<file path="config.mk">
export PLATFORM = sky130hd
export DESIGN_NAME = hazard_ctrl
export DESIGN_NICKNAME = d
export VERILOG_FILES = /design/src/rtl/hazard_pkg.sv /design/src/rtl/hazard_match.sv /design/src/rtl/hazard_fwd_sel.sv /design/src/rtl/hazard_load_stall.sv /design/src/rtl/hazard_ctrl.sv
export SDC_FILE = /design/constraint.sdc
export NUM_CORES = 1
export LEC_CHECK = 0
export ABC_AREA = 1
export ABC_CLOCK_PERIOD_IN_PS = 1200
export BUFFER_PORTS_ARGS = -buffer_cell sky130_fd_sc_hd__buf_2
export CAP_MARGIN = 20
export CORE_MARGIN = 4
export CORE_UTILIZATION = 45
export DETAILED_ROUTE_END_ITERATION = 10
export GPL_TIMING_DRIVEN = 1
export PLACE_DENSITY = 0.87
export SETUP_SLACK_MARGIN = 0.3
export SLEW_MARGIN = 20
export SYNTH_ARGS = -nofsm -noshare
export SYNTH_HDL_FRONTEND = slang
export SYNTH_HIERARCHICAL = 1
export SYNTH_SLANG_ARGS = --single-unit
</file>
<file path="constraint.sdc">
create_clock -name vclk -period 1.2
set_clock_uncertainty 0.2 [all_clocks]
set_input_delay 0.06 -clock vclk [all_inputs]
set_output_delay 0.06 -clock vclk [all_outputs]
set_load 0.02 [all_outputs]
</file>
<file path="src/rtl/hazard_pkg.sv">
package hazard_pkg;
  localparam int OP_W  = 2;
  localparam int SEL_W = 2;

  typedef enum logic [OP_W-1:0] {
    OP_OTHER = 2'd0,
    OP_LOAD  = 2'd1,
    OP_STORE = 2'd2
  } op_e;

  typedef enum logic [SEL_W-1:0] {
    FWD_MEM = 2'd0,
    FWD_WB  = 2'd1,
    FWD_RF  = 2'd2
  } fwd_e;
endpackage

</file>
<file path="src/rtl/hazard_match.sv">
module hazard_match #(
  parameter int REG_W = 5
) (
  input  logic [REG_W-1:0] src_i,
  input  logic [REG_W-1:0] rd_i,
  input  logic             wen_i,
  output logic             hit_o
);
  // register 0 is hard-wired, never a producer
  assign hit_o = wen_i && (rd_i != '0) && (src_i == rd_i);
endmodule

</file>
<file path="src/rtl/hazard_fwd_sel.sv">
module hazard_fwd_sel
  import hazard_pkg::*;
#(
  parameter int REG_W = 5
) (
  input  logic [REG_W-1:0] src_i,
  input  logic [REG_W-1:0] xm_rd_i,
  input  logic             xm_wen_i,
  input  logic [REG_W-1:0] mw_rd_i,
  input  logic             mw_wen_i,
  output logic [SEL_W-1:0] sel_o
);
  logic hit_xm, hit_mw;

  hazard_match #(.REG_W(REG_W)) u_m_xm (
    .src_i(src_i), .rd_i(xm_rd_i), .wen_i(xm_wen_i), .hit_o(hit_xm)
  );
  hazard_match #(.REG_W(REG_W)) u_m_mw (
    .src_i(src_i), .rd_i(mw_rd_i), .wen_i(mw_wen_i), .hit_o(hit_mw)
  );

  // youngest producer wins
  always_comb begin
    if (hit_xm)      sel_o = FWD_MEM;
    else if (hit_mw) sel_o = FWD_WB;
    else             sel_o = FWD_RF;
  end
endmodule

</file>
<file path="src/rtl/hazard_load_stall.sv">
module hazard_load_stall
  import hazard_pkg::*;
#(
  parameter int REG_W = 5
) (
  input  logic [REG_W-1:0] fd_rs1_i,
  input  logic [REG_W-1:0] fd_rs2_i,
  input  logic [OP_W-1:0]  fd_op_i,
  input  logic [REG_W-1:0] dx_rd_i,
  input  logic             dx_wen_i,
  input  logic [OP_W-1:0]  dx_op_i,
  output logic             stall_o
);
  logic hit_rs1, hit_rs2, dx_load, fd_store;

  hazard_match #(.REG_W(REG_W)) u_m_rs1 (
    .src_i(fd_rs1_i), .rd_i(dx_rd_i), .wen_i(dx_wen_i), .hit_o(hit_rs1)
  );
  hazard_match #(.REG_W(REG_W)) u_m_rs2 (
    .src_i(fd_rs2_i), .rd_i(dx_rd_i), .wen_i(dx_wen_i), .hit_o(hit_rs2)
  );

  assign dx_load  = (dx_op_i == OP_LOAD);
  assign fd_store = (fd_op_i == OP_STORE);
  // store data reaches memory stage late enough for a writeback forward
  assign stall_o  = dx_load && (hit_rs1 || (hit_rs2 && !fd_store));
endmodule

</file>
<file path="src/rtl/hazard_ctrl.sv">
module hazard_ctrl
  import hazard_pkg::*;
#(
  parameter int REG_W = 5
) (
  input  logic [REG_W-1:0] fd_rs1_i,
  input  logic [REG_W-1:0] fd_rs2_i,
  input  logic [1:0]       fd_op_i,
  input  logic [REG_W-1:0] dx_rs1_i,
  input  logic [REG_W-1:0] dx_rs2_i,
  input  logic [REG_W-1:0] dx_rd_i,
  input  logic             dx_wen_i,
  input  logic [1:0]       dx_op_i,
  input  logic [REG_W-1:0] xm_rs2_i,
  input  logic [REG_W-1:0] xm_rd_i,
  input  logic             xm_wen_i,
  input  logic [1:0]       xm_op_i,
  input  logic [REG_W-1:0] mw_rd_i,
  input  logic             mw_wen_i,
  output logic             stall_o,
  output logic             pc_we_o,
  output logic             fd_we_o,
  output logic             dx_nop_o,
  output logic [1:0]       fwd_a_sel_o,
  output logic [1:0]       fwd_b_sel_o,
  output logic             st_data_sel_o
);
  localparam int N_OPND = 2;

  logic [REG_W-1:0] opnd_src [N_OPND];
  logic [SEL_W-1:0] opnd_sel [N_OPND];
  logic             stall;
  logic             st_hit;

  assign opnd_src[0] = dx_rs1_i;
  assign opnd_src[1] = dx_rs2_i;

  for (genvar gi = 0; gi < N_OPND; gi++) begin : g_opnd
    hazard_fwd_sel #(.REG_W(REG_W)) u_sel (
      .src_i   (opnd_src[gi]),
      .xm_rd_i (xm_rd_i),
      .xm_wen_i(xm_wen_i),
      .mw_rd_i (mw_rd_i),
      .mw_wen_i(mw_wen_i),
      .sel_o   (opnd_sel[gi])
    );
  end

  assign fwd_a_sel_o = opnd_sel[0];
  assign fwd_b_sel_o = opnd_sel[1];

  hazard_load_stall #(.REG_W(REG_W)) u_stall (
    .fd_rs1_i(fd_rs1_i),
    .fd_rs2_i(fd_rs2_i),
    .fd_op_i (fd_op_i),
    .dx_rd_i (dx_rd_i),
    .dx_wen_i(dx_wen_i),
    .dx_op_i (dx_op_i),
    .stall_o (stall)
  );

  assign stall_o  = stall;
  assign pc_we_o  = !stall;
  assign fd_we_o  = !stall;
  assign dx_nop_o = stall;

  // writeback-to-memory forward for store data only
  hazard_match #(.REG_W(REG_W)) u_st_match (
    .src_i(xm_rs2_i), .rd_i(mw_rd_i), .wen_i(mw_wen_i), .hit_o(st_hit)
  );
  assign st_data_sel_o = (xm_op_i == OP_STORE) && st_hit;
endmodule

</file>
==> impl_metrics.json, run 1 <==
{
  "row_count": 16,
  "cp_max_fo": 3,
  "start_util_pct": 47.8,
  "cp_data_required_time_ns": 0.94,
  "antenna_cells": 0,
  "ys_seq_area_share_pct": 0,
  "area_delta_synth_final_pct": 104,
  "coreArea_um2": 1960,
  "setup.worst_path.end": "fd_we_o",
  "ant_nets": 0,
  "synthDistinctLibCells": 12,
  "leakage_nw": 1.05,
  "min_period_over_period_pct": 128,
  "place_congestion": 0.822,
  "finalWorstSetupSlack_ns": -0.331,
  "postSynthAreaPerCell_um2": 4.24,
  "crit_type": "primary input to output pin",
  "drive_gt1_share_pct": 63.5,
  "final_cell_mix": "49 x nand2_1, 38 x nand2_2, 35 x inv_1",
  "avgViaCountPerCell": 5.90,
  "hold_viol_final": 0,
  "grt_usage_pct": 24.8,
  "drc_errors": 0,
  "fin_crit_ns": 1.53,
  "grt.overflow.total": 0,
  "tightest_slew_ns": 0.265,
  "ff_latch_area_um2": 0,
  "cp_data_arrival_time_ns": 1.27,
  "maxCapViolCount": 0,
  "dieWidth_um": 53.6,
  "yosysWarningCount": 6,
  "place_ws_ns": -0.121,
  "syn_area_um2": 937,
  "synth_area_leaders": "nand2_1 32%, inv_1 22%, nor2_2 11%",
  "crit_start": "fd_rs2_i[2]",
  "syn_inst": 221,
  "start_kind": "primary input",
  "cts_hold_buf": 0,
  "nets": 333,
  "run_status": "finished with violations",
  "first_pass_iters": 7,
  "die_y_um": 53.6,
  "seq_cells": 0,
  "num_vias": 1822,
  "drt_wl_total_um": 5930,
  "grt_pass1_wl_um": 5520,
  "yosysTopAreaCell": "nand2_1",
  "grt_max_degree": 10,
  "synth_top_area_share_pct": 32.4,
  "fin_tns_setup_ns": -1.27,
  "rsz0062_at_grt": "yes",
  "layout_commonest_cell": "nand2_1",
  "power.density_nw_per_um2": 349,
  "routedWlPerCell_um": 19.2,
  "die_area_um2": 2880,
  "max_slew_margin_pct": 82.3,
  "end_kind": "output pin",
  "fmax_ghz": 0.653,
  "syn_nets": 270,
  "detailed_place_hpwl_um": 2200,
  "antenna_found_initial": 0,
  "drtIter0Drc": 105,
  "slew_viol_final": 0,
  "n_clock_buffer": 0,
  "grt_pass1_vias": 1297,
  "ir_worst_vdd_uv": 298,
  "finalSetupViolCount": 9,
  "violations": "setup timing",
  "pin_count": 58,
  "hold_path_class": "primary input to output pin",
  "portBuffers": 58
}
[kinds of logic (layout without fill, tap and decap cells)]
family                 after synthesis  count (layout)  synth area share [%]
and+or+nand+nor                    135             135                  62.3
buffers and inverters               71             132                  29.2
AOI/OAI and AO/OA                   15              15                  8.41
[per-layer routing]
| layer | share of wire (%) | global-route usage, % |
|---|---|---|
| met5 | 0 | 0 |
| met2 | 47 | 50.4 |
| met1 | 32 | 27.9 |
| met4 | 9.7 | 3.40 |
| met3 | 11 | 1.94 |
[metrics by stage]
| stage | hold WS, ns | power (mW) | utilization [%] | cells | cell area [um2] |
|---|---|---|---|---|---|
| after floorplan | -0.0476 | 0.211 | - | 221 | 997 |
| after global placement | 0.198 | 0.371 | 68.1 | 308 | 1340 |
| after detailed placement | 0.200 | 0.378 | 68.1 | 308 | 1340 |
| after CTS | 0.175 | 0.490 | 85.4 | 309 | 1680 |
| after global routing | 0.189 | 0.695 | 97.3 | 309 | 1910 |
| final | 0.192 | 0.665 | 97.3 | 309 | 1910 |
[critical path, cell delays in order]
cell	delay (ns)
buf_2	0.10
inv_1	0.05
nand2_1	0.09
o21ai_0	0.12
inv_1	0.10
nand3_2	0.08
nor2_2	0.10
nand2_1	0.11
a21oi_4	0.20
inv_2	0.07
buf_2	0.16
[worst min-delay path by stage]
stage	slack (ns)	end	cells past startpoint	startpoint
global route	0.19	st_data_sel_o	3	xm_op_i[0]
finish	0.19	st_data_sel_o	3	xm_op_i[0]
global placement	0.20	st_data_sel_o	3	xm_op_i[0]
CTS	0.18	st_data_sel_o	3	xm_op_i[0]
detailed placement	0.20	st_data_sel_o	3	xm_op_i[0]
floorplan	-0.05	st_data_sel_o	1	xm_op_i[0]
[cell usage after synthesis]
| master | number |
|---|---|
| nand2_1 | 81 |
| inv_1 | 55 |
| nor2_2 | 17 |
| nor2_1 | 16 |
| nand3_1 | 14 |
| a21oi_1 | 7 |
| clkinv_1 | 7 |
| inv_2 | 7 |
| nand2_2 | 7 |
| o21ai_0 | 7 |
| buf_4 | 2 |
| a21oi_2 | 1 |
[layout make-up]
| class | instances | area [um2] |
|---|---|---|
| multi-input cells | 150 | 916 |
| fillers | 38 | 53.8 |
| inverters | 69 | 302 |
| repair buffers | 63 | 657 |
| well taps | 27 | 33.8 |
[what timing repair did]
action                                 CTS  global route
gates cloned                             1             0
buffers inserted                         0             0
setup endpoints to repair                9             9
pin swaps                               24            42
endpoints found under the hold margin    0             0
gates resized for setup                 96            79
[power by group]
part	switching [mW]	internal [mW]	total (mW)
combinational	0.369	0.296	0.665
clock	0	0	0
sequential	0	0	0
total	0.369	0.296	0.665
No activity file was read; power rests on OpenSTA's default activity.
==> run 2: changes to the inputs <==
--- a/config.mk
+++ b/config.mk
@@ -7,5 +7,5 @@
 export LEC_CHECK = 0
 export ABC_AREA = 1
-export ABC_CLOCK_PERIOD_IN_PS = 1200
+export ABC_CLOCK_PERIOD_IN_PS = 1700
 export BUFFER_PORTS_ARGS = -buffer_cell sky130_fd_sc_hd__buf_2
 export CAP_MARGIN = 20
==> constraint.sdc (replaced) <==
create_clock -name vclk -period 1.7
set_clock_uncertainty 0.2 [all_clocks]
set_input_delay 0.085 -clock vclk [all_inputs]
set_output_delay 0.085 -clock vclk [all_outputs]
set_load 0.05 [all_outputs]
==> impl_metrics.json, run 2 (same netlist as run 1, synthesis figures left out) <==
{
  "grt_pass1_vias": 1057,
  "slew_viol_final": 0,
  "cp_top_family": "buffers and inverters",
  "routedWlPerCell_um": 9.34,
  "post-route-cell-area_um2": 1420,
  "first_pass_iters": 4,
  "start_util_pct": 47.8,
  "final_cells": 305,
  "drtIter0Drc": 22,
  "min_period_over_period_pct": 87.6,
  "hold_viol_final": 0,
  "n_clock_buffer": 0,
  "fmax_ghz": 0.672,
  "critPathSlowestCell": "a21oi_4",
  "antenna_cells": 0,
  "place_ws_ns": 0.294,
  "grt.overflow.total": 0,
  "tightest_slew_ns": 0.248,
  "cp_cell_sequence": "buf_2 > inv_1 > nand2_1 > nand2_1 > nor2_2 > nand3_1 > nor2_1 > inv_1 > a21oi_4 > inv_2 > buf_8",
  "ir_worst_vdd_uv": 138,
  "fin_util_pct": 72.4,
  "dieWidth_um": 53.6,
  "hold-worst-slack_ns": 0.227,
  "cp_num_cells": 11,
  "layout_commonest_cell": "nand2_1",
  "cp_data_arrival_time_ns": 1.20,
  "critPathBufInv": 5,
  "finalWorstSetupSlack_ns": 0.212,
  "antenna_found_initial": 0,
  "crit_type": "primary input to output pin",
  "rsz0062_at_grt": "yes",
  "pin_count": 58,
  "dp_cells": 304,
  "nets": 329,
  "coreArea_um2": 1960,
  "fin_tns_setup_ns": 0,
  "total_power_uw": 300,
  "placed_cell_area_um2": 1250,
  "cp_data_required_time_ns": 1.41,
  "finalSetupViolCount": 0,
  "ant_nets": 0,
  "drt_wl_total_um": 2850,
  "grt_usage_pct": 17.2,
  "leakage_nw": 0.925,
  "hold_path_class": "primary input to output pin",
  "crit_start": "fd_rs1_i[3]",
  "drc_errors": 0,
  "area_delta_synth_final_pct": 51.5,
  "ff_latch_area_um2": 0,
  "row_count": 16,
  "maxCapViolCount": 0,
  "place_congestion": 0.786,
  "cts_hold_buf": 0,
  "seq_cells": 0,
  "portBuffers": 58,
  "crit_path_max_incr_delay_ns": 0.19,
  "die_area_um2": 2880,
  "max_slew_margin_pct": 83.6,
  "final_cell_mix": "72 x nand2_1, 51 x inv_1, 39 x buf_2",
  "grt_max_degree": 10,
  "setup.worst_path.end": "pc_we_o",
  "fillers": 194,
  "drive_gt1_share_pct": 39.2,
  "cp_max_fo": 3,
  "start_kind": "primary input",
  "end_kind": "output pin",
  "run_status": "finished clean",
  "num_vias": 1330,
  "fin_crit_ns": 1.49,
  "power.density_nw_per_um2": 211,
  "avgViaCountPerCell": 4.36,
  "detailed_place_hpwl_um": 2180,
  "grt_pass1_wl_um": 3960,
  "die_y_um": 53.6
}
==> run 2: cell count changes in the layout (fill, tap and decap cells not counted), sizes merged <==
cell	before	now
clkbuf	0	2
inv	66	63
buf	63	57
clkinv	3	6
==> run 2: per-layer routing <==
| layer | wire length [um] | global-route usage [%] | vias up |
|---|---|---|---|
| li1 | - | - | 739 |
| met1 | 1160 | 23.2 | 547 |
| met2 | 1520 | 31.4 | 44 |
| met3 | 168 | 0.554 | 0 |
| met4 | 0 | 0.851 | 0 |
| met5 | 0 | 0 | - |
==> run 2: repair_timing <==
item / in CTS / in global routing
pin swaps: 0 / 15
resized for setup: 0 / 66
cloned: 0 / 0
setup endpoints to repair: 2 / 9
buffers inserted: 0 / 1
==> run 2: worst min path at each step <==
| stage | start | cells after the start | end | slack (ns) |
|---|---|---|---|---|
| 2_1_floorplan | xm_op_i[0] | 1 | st_data_sel_o | 0.07 |
| 6_report | xm_op_i[0] | 3 | st_data_sel_o | 0.23 |
| 5_1_grt | xm_op_i[0] | 3 | st_data_sel_o | 0.23 |
| 3_3_place_gp | xm_op_i[0] | 3 | st_data_sel_o | 0.28 |
| 3_5_place_dp | xm_op_i[0] | 3 | st_data_sel_o | 0.28 |
| 4_1_cts | xm_op_i[0] | 3 | st_data_sel_o | 0.29 |
==> run 2: area by class of cell <==
| type | count | area (um2) | area share, % |
|---|---|---|---|
| multi-input combinational | 150 | 706 | 49.7 |
| timing repair buffer | 59 | 417 | 29.3 |
| inverter | 69 | 264 | 18.6 |
| tap | 27 | 33.8 | 2.38 |
==> run 2: tightest hold or removal path: stages <==
cell	delay, ns
buf_2	0.09
nor2_2	0.03
buf_6	0.14
==> run 2: report_power, final <==
part	switching [mW]	total (mW)	internal (mW)
Sequential	0	0	0
Combinational	0.171	0.300	0.129
Clock	0	0	0
Total	0.171	0.300	0.129
==> run 3: changes to the inputs <==
Settings changed: BUFFER_PORTS_ARGS -buffer_cell sky130_fd_sc_hd__buf_2 to unset, DONT_BUFFER_PORTS set to 1, PLACE_DENSITY 0.87 to 0.64.
==> impl_metrics.json, run 3 (same netlist as run 1, synthesis figures left out) <==
{
  "place_congestion": 0.817,
  "tightest_slew_ns": 0.282,
  "coreArea_um2": 1960,
  "ant_nets": 0,
  "max_slew_margin_pct": 81.4,
  "drtIter0Drc": 18,
  "dieWidth_um": 53.6,
  "portBuffers": 0,
  "drt_wl_total_um": 2090,
  "hold_viol_final": 0,
  "hold-path-endpoint": "st_data_sel_o",
  "ctsResizeCount": 0,
  "maxCapViolCount": 0,
  "row_count": 16,
  "crit_type": "primary input to output pin",
  "num_vias": 1079,
  "antenna_cells": 0,
  "ff_latch_area_um2": 0,
  "slew_viol_final": 0,
  "cp_data_arrival_time_ns": 1.00,
  "fin_util_pct": 51.8,
  "leakage_nw": 0.687,
  "run_status": "finished clean",
  "n_clock_buffer": 0,
  "cp_max_fo": 2,
  "cp_data_required_time_ns": 1.41,
  "nets": 277,
  "start_util_pct": 47.8,
  "final_cell_mix": "81 x nand2_1, 55 x inv_1, 17 x nor2_2",
  "avgViaCountPerCell": 4.26,
  "area_delta_synth_final_pct": 8.41,
  "grt_pass1_vias": 853,
  "seq_cells": 0,
  "hold_start": "xm_op_i[0]",
  "grt.overflow.total": 0,
  "cts_setup_buffers": 0,
  "drc_errors": 0,
  "finalSetupViolCount": 0,
  "grt_usage_pct": 14.1,
  "cts_hold_buf": 0,
  "hold_path_class": "primary input to output pin",
  "drive_gt1_share_pct": 17.3,
  "fmax_ghz": 0.776,
  "whs_path_depth": 2,
  "layout_commonest_cell": "nand2_1",
  "antenna_found_initial": 0,
  "critPathSlowestCell": "buf_4",
  "crit_path_frequent_cell": "nand2_1",
  "cp_cell_sequence": "inv_1 > nand2_1 > nand2_2 > nor2_2 > nand3_1 > nor2_1 > nand2_1 > a21oi_4 > buf_4",
  "total_power_uw": 172,
  "crit_path_max_incr_delay_ns": 0.30,
  "fillers": 259,
  "min_period_over_period_pct": 75.8,
  "die_y_um": 53.6,
  "grt_pass1_wl_um": 3240,
  "power.density_nw_per_um2": 169,
  "start_kind": "primary input",
  "fin_crit_ns": 1.29,
  "routedWlPerCell_um": 8.26,
  "grt_max_degree": 10,
  "die_area_um2": 2880,
  "ir_worst_vdd_uv": 81.8,
  "rsz0062_at_grt": "no",
  "pin_count": 58,
  "detailed_place_hpwl_um": 1910,
  "end_kind": "output pin",
  "first_pass_iters": 4
}
## run 3: cell count changes in the layout (fill, tap and decap cells not counted), sizes merged
cell / previous run / this run
buf: 57 / 7
clkbuf: 2 / 0
clkinv: 6 / 7
inv: 63 / 62
## run 3: worst max-delay path: cells and delay by family
kind / cells / cell delay (ns)
buffers and inverters: 2 / 0.33
and+or+nand+nor: 6 / 0.47
AOI/OAI and AO/OA: 1 / 0.13
## run 3: per-layer routing
| metal | vias to the layer above | part of all wire [%] | global-route usage [%] | wire length (um) |
|---|---|---|---|---|
| met2 | 27 | 48 | 26.1 | 1000 |
| met3 | 0 | 10 | 3.60 | 208 |
| met5 | - | 0 | 0 | 0 |
| met1 | 417 | 42 | 17.3 | 879 |
| met4 | 0 | 0 | 0 | 0 |
| li1 | 635 | - | - | - |
## run 3: worst max path at each step
stage	start	end	slack [ns]	cells past startpoint
after global routing	fd_rs2_i[3]	stall_o	0.30	9
final	fd_rs2_i[0]	stall_o	0.41	9
after global placement	dx_rd_i[3]	dx_nop_o	0.39	9
after CTS	fd_rs2_i[0]	stall_o	0.39	9
after detailed placement	fd_rs2_i[0]	stall_o	0.39	9
after floorplan	fd_rs2_i[0]	pc_we_o	-0.09	10
## run 3: power breakdown
group / internal (mW) / total [mW] / switching, mW
clock: 0 / 0 / 0
sequential: 0 / 0 / 0
combinational: 0.0697 / 0.172 / 0.102
total: 0.0697 / 0.172 / 0.102
## run 3: metrics by stage
stage	TNS [ns]	instances	worst slack (ns)	area, um2	hold WS, ns
2_1_floorplan	-0.0919	221	-0.0919	945	0.0661
3_3_place_gp	0	253	0.394	1020	0.162
3_5_place_dp	0	253	0.392	1020	0.163
4_1_cts	0	253	0.388	1020	0.163
5_1_grt	0	253	0.302	1020	0.167
6_report	0	253	0.412	1020	0.162
## run 3: area by class of cell
type                            instances  area (um2)  area share [%]
Tap cell                               27        33.8            3.33
Timing Repair Buffer                    7        52.6            5.17
Multi-Input combinational cell        150         671            66.0
Inverter                               69         259            25.5
